File: config.mk
export PLATFORM = sky130hd
export DESIGN_NAME = irq_csr_unit
export DESIGN_NICKNAME = d
export VERILOG_FILES = /design/src/rtl/irq_csr_pkg.sv /design/src/rtl/irq_csr_ctrl_reg.sv /design/src/rtl/irq_csr_stat_reg.sv /design/src/rtl/irq_csr_irq_gen.sv /design/src/rtl/irq_csr_unit.sv
export SDC_FILE = /design/constraint.sdc
export NUM_CORES = 1
export LEC_CHECK = 0
export BUFFER_PORTS_ARGS = -buffer_cell sky130_fd_sc_hd__clkbuf_2
export CORE_UTILIZATION = 36
export DETAILED_ROUTE_END_ITERATION = 10
export PLACE_DENSITY = 0.74
export SLEW_MARGIN = 0
export SYNTH_ARGS = -nofsm -noshare
export SYNTH_HDL_FRONTEND = slang
export SYNTH_HIERARCHICAL = 1
export SYNTH_SLANG_ARGS = --single-unit
File: constraint.sdc
create_clock -name clk_i -period 1.1 [get_ports clk_i]
set_clock_uncertainty 0.15 [all_clocks]
set_input_delay 0.055 -clock clk_i [delete_from_list [all_inputs] [get_ports clk_i]]
set_output_delay 0.055 -clock clk_i [all_outputs]
set_load 0.005 [all_outputs]
File: src/rtl/irq_csr_pkg.sv
package irq_csr_pkg;
  localparam int unsigned NUM_SRC      = 5;
  localparam int unsigned HOST_ONLY_LO = 3;  // sources at or above this index exist only in host builds

  typedef enum logic {
    SEL_CTRL = 1'b0,
    SEL_STAT = 1'b1
  } reg_sel_e;

  function automatic logic [NUM_SRC-1:0] src_mask(input bit host);
    logic [NUM_SRC-1:0] m;
    for (int i = 0; i < NUM_SRC; i++) m[i] = host || (i < HOST_ONLY_LO);
    return m;
  endfunction
endpackage

File: src/rtl/irq_csr_ctrl_reg.sv
module irq_csr_ctrl_reg #(
  parameter int unsigned     REG_W  = 32,
  parameter logic [REG_W-1:0] WMASK = '1
) (
  input  logic             clk_i,
  input  logic             rst_ni,
  input  logic             we_i,
  input  logic [REG_W-1:0] wdata_i,
  output logic [REG_W-1:0] ctrl_o
);
  logic [REG_W-1:0] ctrl_q;

  always_ff @(posedge clk_i or negedge rst_ni) begin
    if (!rst_ni)   ctrl_q <= '0;
    else if (we_i) ctrl_q <= wdata_i & WMASK;
  end

  assign ctrl_o = ctrl_q;
endmodule

File: src/rtl/irq_csr_stat_reg.sv
module irq_csr_stat_reg #(
  parameter int unsigned         N    = 5,
  parameter logic [N-1:0]        IMPL = '1
) (
  input  logic         clk_i,
  input  logic         rst_ni,
  input  logic [N-1:0] evt_i,
  input  logic [N-1:0] clr_i,
  output logic [N-1:0] stat_o
);
  for (genvar k = 0; k < N; k++) begin : g_bit
    if (IMPL[k]) begin : g_impl
      logic bit_q;
      always_ff @(posedge clk_i or negedge rst_ni) begin
        if (!rst_ni)       bit_q <= 1'b0;
        else if (evt_i[k]) bit_q <= 1'b1;  // event beats clear
        else if (clr_i[k]) bit_q <= 1'b0;
      end
      assign stat_o[k] = bit_q;
    end else begin : g_absent
      assign stat_o[k] = 1'b0;
    end
  end
endmodule

File: src/rtl/irq_csr_irq_gen.sv
module irq_csr_irq_gen #(
  parameter int unsigned N = 5
) (
  input  logic [N-1:0] stat_i,
  input  logic [N-1:0] en_i,
  output logic         irq_o
);
  logic [N-1:0] pend;
  for (genvar k = 0; k < N; k++) begin : g_pend
    assign pend[k] = stat_i[k] & en_i[k];
  end
  assign irq_o = |pend;
endmodule

File: src/rtl/irq_csr_unit.sv
module irq_csr_unit
  import irq_csr_pkg::*;
#(
  parameter int unsigned REG_W        = 32,
  parameter bit          HOST_VARIANT = 1'b1
) (
  input  logic                clk_i,
  input  logic                rst_ni,
  input  logic [NUM_SRC-1:0]  evt_i,
  input  logic                wr_en_i,
  input  logic                wr_sel_i,
  input  logic [REG_W-1:0]    wr_data_i,
  input  logic                rd_sel_i,
  output logic [REG_W-1:0]    rd_data_o,
  output logic                irq_o,
  output logic                soft_rst_o
);
  localparam int unsigned        SRST_BIT  = REG_W - 1;
  localparam logic [NUM_SRC-1:0] SRC_MASK  = src_mask(HOST_VARIANT);
  localparam logic [REG_W-1:0]   CTRL_MASK = {1'b1, {(REG_W-1){1'b0}}}
                                           | {{(REG_W-NUM_SRC){1'b0}}, SRC_MASK};

  logic [REG_W-1:0]   ctrl_q;
  logic [NUM_SRC-1:0] stat_q;
  logic [NUM_SRC-1:0] clr;
  logic               ctrl_we;

  assign ctrl_we = wr_en_i && (reg_sel_e'(wr_sel_i) == SEL_CTRL);
  assign clr     = (wr_en_i && (reg_sel_e'(wr_sel_i) == SEL_STAT))
                 ? wr_data_i[NUM_SRC-1:0] : '0;

  irq_csr_ctrl_reg #(.REG_W(REG_W), .WMASK(CTRL_MASK)) u_ctrl (
    .clk_i  (clk_i),
    .rst_ni (rst_ni),
    .we_i   (ctrl_we),
    .wdata_i(wr_data_i),
    .ctrl_o (ctrl_q)
  );

  irq_csr_stat_reg #(.N(NUM_SRC), .IMPL(SRC_MASK)) u_stat (
    .clk_i (clk_i),
    .rst_ni(rst_ni),
    .evt_i (evt_i),
    .clr_i (clr),
    .stat_o(stat_q)
  );

  irq_csr_irq_gen #(.N(NUM_SRC)) u_irq (
    .stat_i(stat_q),
    .en_i  (ctrl_q[NUM_SRC-1:0]),
    .irq_o (irq_o)
  );

  assign soft_rst_o = ctrl_q[SRST_BIT];
  assign rd_data_o  = (reg_sel_e'(rd_sel_i) == SEL_STAT)
                    ? {{(REG_W-NUM_SRC){1'b0}}, stat_q} : ctrl_q;
endmodule

# [Word level (Yosys, flattened, before mapping)]
# Cells that the tools add are included.
[classes] n_mux=12 bitwise=6 n_reduce_logical=8
[ops] operator="$mux W32" n=1
[ops] operator="$mux W1" n=10
[ops] operator="$reduce_bool A2 Y1" n=5
[ops] operator="$and A1 B1 Y1" n=5
[ops] operator="$mux W5" n=1
[ops] operator="$reduce_or A5 Y1" n=1
[ops] operator="$logic_and A1 B1 Y1" n=2
[ops] operator="$not A1 Y1" n=1
[totals] ff_bits=11 input_bits=42

# [Logic depth before layout (Yosys ltp)]
[depth] word_depth=4 mapped_depth=3 depth_no_buf=3

# [Hierarchy]
# The synthesis kept the hierarchy.
[modules_own_cells] mod="irq_csr_ctrl_reg" n_inst=1 cells_each=40 area_each_um2=450.4 seq_area_each_um2=150.1
[modules_own_cells] mod="irq_csr_unit" n_inst=1 cells_each=41 area_each_um2=297.8 seq_area_each_um2=0.0
[modules_own_cells] mod="irq_csr_stat_reg" n_inst=1 cells_each=20 area_each_um2=219.0 seq_area_each_um2=125.1
[modules_own_cells] mod="irq_csr_irq_gen" n_inst=1 cells_each=3 area_each_um2=21.3 seq_area_each_um2=0.0

# [Least setup slack after synthesis]
# OpenSTA, ideal clock, no wires.
[synth_timing] path_type="register to output" from="register u_stat.g_bit[0].g_impl.bit_q" to="output irq_o" arrival_ns=0.877 t_required_ns=0.895 setup_slack_ns=0.018 path_stages_with_launch=4 n_path_buf=1 path_cell_list="dfrtp_1 buf_4 a222oi_1 nand2_1"
[synth_via] elab_chain_len=2
[synth_lines] item="start, declared" line="irq_csr_stat_reg.sv:13" text="logic bit_q;"
[synth_lines] item="start signal, assigned" line="irq_csr_stat_reg.sv:15" text="if (!rst_ni) bit_q <= 1'b0;"
[synth_lines] item="start signal, assigned" line="irq_csr_stat_reg.sv:16" text="else if (evt_i[k]) bit_q <= 1'b1;"
[synth_lines] item="start signal, assigned" line="irq_csr_stat_reg.sv:17" text="else if (clr_i[k]) bit_q <= 1'b0;"
[synth_lines] item="$and A1 B1 Y1" line="irq_csr_irq_gen.sv:10" text="assign pend[k] = stat_i[k] & en_i[k];"
[synth_lines] item="$reduce_or A5 Y1" line="irq_csr_irq_gen.sv:12" text="assign irq_o = |pend;"
[synth_lines] item="end, declared" line="irq_csr_unit.sv:15" text="output logic irq_o,"
# No other way between the ends.

# [Final worst setup path]
# Ends and elaborated chain as after synthesis.

==> flow_summary.ini <==
[synthesis]
ys_seq_area_frac = 0.278
postSynthCellCount = 104
synthTopCellsByArea = dfrtp_1 (28%), buf_4 (24%), nor2b_1 (16%), mux2_4 (14%), a21o_1 (3.8%)
yosysTopAreaCellShare = 0.278
yosys_warnings = 6
synth_top_area_cell = dfrtp_1
synth_seq_cells = 11
synth_area_um2 = 988
synth_cell_types = 15
syn_area_per_cell_um2 = 9.50

[clocking]
clkLatencyLatePin_ns = 0.27
clk_pin_slew_ns = 0.07
cts.sink_count = 11
clockRootBuffer = clkbuf_4
cts_max_level = 1
cts_tree = built
cts_made_buffers = 3
cts_max_path_buffers = 2

[timing]
fin_crit_ns = 1.46
drv_slew = 0
finalSetupViolCount = 9
hold_viol = 0
setup_ws_ns = -0.360
rsz0062_at_grt = true
fmax_mhz = 685
period_share = 1.33

[global_route]
antenna_found_initial = 0
grt_max_degree = 20
grt_pass1_wl_mm = 2.84
grt_overflow = 0
grt_pass1_vias = 692
track_usage = 0.135

[placed_design]
hpwlAfterDp_mm = 1.28
portBuffers = 23
dpl.cell_count = 157
place_congestion = 0.721

[pwr]
total_power_mw = 1.19
leakage_nw = 0.654
power.share.clock = 0.239
comb_power_share = 0.357
p_sw_uw = 328
netSwitchingFraction = 0.276
p_per_area_nw_per_um2 = 935
p_int_uw = 862
peakVddDrop_v = 0.000664
power_frac_seq = 0.404

[critical_path]
end_kind = output port
timing_worst_setup_path_type = reg -> out
crit_buf_inv = 1
cp_slowest_cell = dfrtp_1
max_stage_delay_ns = 0.39
crit_path_cell_trace = a222oi_1 -> nand2_1 -> clkbuf_2
worstSetupStartpointType = register
crit_required_ns = 0.89
cp.arrival_ns = 1.26
cp_max_fo = 2
cp_top_family = flip-flops

[route]
num_vias = 732
drtIter0Drc = 5
routed_wirelength_mm = 1.84
post-route-drc-count = 0
route.detailed.wl_per_inst_um = 10.2
vias_per_cell = 4.07
dr.pass1.iters = 4
ant_nets = 0

[finish]
fin_cells = 180
area_delta_synth_final_pct = 28.6
drive_above_1_share = 0.367
antenna_cells = 0
fillCellCount = 234
nets = 193

[floorplan]
die_w_um = 54.4
io_pins = 76
dieHeight_um = 54.4
start_util = 0.388
num_rows = 18
die_area_um2 = 2960
core_um2 = 2540

[min_path]
hold_path_class = in -> async

[outcome]
status = finished with violations
violations = setup timing

[flow_run]
maxCapViolCount = 0
==> state kept, by name, indices dropped and copies added, names as in the netlist <==
name / flops
u_ctrl/ctrl_o: 6
u_stat/g_bit.g_impl.bit_q: 5
==> worst reg2reg max path, cell delays in order, from the launching register on <==
cell	delay (ns)
dfrtp_1	0.41
buf_4	0.14
buf_4	0.12
mux2_4	0.26
==> per-stage QoR <==
stage	utilization	worst slack [ns]	TNS (ns)	cell area, um^2	hold slack (ns)
3_3_place_gp	0.415	-0.0511	-0.0511	1060	-0.212
6_report	0.500	-0.360	-1.52	1270	0.0317
4_1_cts	0.491	-0.367	-1.43	1250	0.0404
3_5_place_dp	0.415	-0.0572	-0.0572	1060	-0.201
2_1_floorplan	-	0.0180	0	1080	-0.391
5_1_grt	0.500	-0.405	-1.80	1270	0.0604
==> final timing paths <==
| check | startpoint | end | slack, ns | depth (start not counted) |
|---|---|---|---|---|
| max in group asynchronous | rst_ni | u_stat/g_bit[1].g_impl.bit_q | 0.55 | 2 |
| max | u_stat/g_bit[0].g_impl.bit_q | irq_o | -0.36 | 3 |
| min in group clk_i | wr_en_i | u_stat/g_bit[3].g_impl.bit_q | 0.16 | 5 |
| min reg2reg | u_stat/g_bit[1].g_impl.bit_q | u_stat/g_bit[1].g_impl.bit_q | 0.37 | 1 |
| max reg2reg | u_ctrl/ctrl_o[2] | u_ctrl/ctrl_o[2] | -0.08 | 3 |
| min | rst_ni | u_ctrl/ctrl_o[3] | 0.03 | 2 |
==> placed cells by master, fill, tap and decap left out <==
cell / Yosys / layout
a21o_1: 5 / 5
dfrtp_1: 11 / 11
nor2b_4: 0 / 1
conb_1: 1 / 26
dlygate4sd3_1: 0 / 12
and2b_1: 2 / 2
and3_1: 5 / 5
buf_12: 0 / 1
buf_6: 2 / 2
nand2_1: 1 / 1
buf_4: 31 / 14
a222oi_1: 1 / 1
nor2b_1: 26 / 25
clkbuf_1: 0 / 1
inv_1: 5 / 5
clkbuf_4: 0 / 3
a22oi_1: 1 / 1
mux2_4: 9 / 9
mux2_2: 2 / 2
clkbuf_2: 0 / 23
==> synth_stat cells, drive strengths merged <==
library cell  number
a21o               5
a222oi             1
a22oi              1
and2b              2
and3               5
buf               35
conb               1
dfrtp             11
inv                5
mux2              11
nand2              1
nor2b             26
==> kinds of logic (layout without fill, tap and decap cells) <==
logic type / after synthesis / after routing / share of synthesized area
muxes: 11 / 11 / 0.159
other: 1 / 26 / 0.00379
DFF: 11 / 11 / 0.278
AOI/OAI and AO/OA: 7 / 7 / 0.0557
buffers and inverters: 40 / 61 / 0.287
and+or+nand+nor: 34 / 34 / 0.215
==> per-layer routing <==
metal	wire length [um]	vias up	GRT usage
li1	-	364	-
met1	679	327	0.118
met2	1010	37	0.283
met3	116	4	0.0167
met4	36	0	0.0769
met5	0	-	0
==> final cells by class <==
class | count | area (um^2) | area share
inverter | 5 | 18.8 | 0.0148
timing repair buffer | 52 | 383 | 0.301
multi-input combinational | 78 | 531 | 0.417
tap | 30 | 37.5 | 0.0295
sequential | 11 | 275 | 0.217
clock buffer | 4 | 26.3 | 0.0207
==> repair_timing <==
| item | CTS | global route |
|---|---|---|
| gates resized for setup | 2 | 1 |
| setup endpoints to repair | 7 | 8 |
| buffers inserted | 5 | 2 |
| hold buffers | 12 | 0 |
| endpoints found under the hold margin | 22 | 0 |
==> power groups by stage <==
stage	Combinational, mW	Sequential [mW]	Clock, mW
CTS	0.397	0.477	0.288
global route	0.472	0.485	0.300
global placement	0.312	0.482	0
finish	0.425	0.480	0.284
floorplan	0.275	0.477	0
detailed placement	0.321	0.485	0
Power figures use the tool's default switching activity.
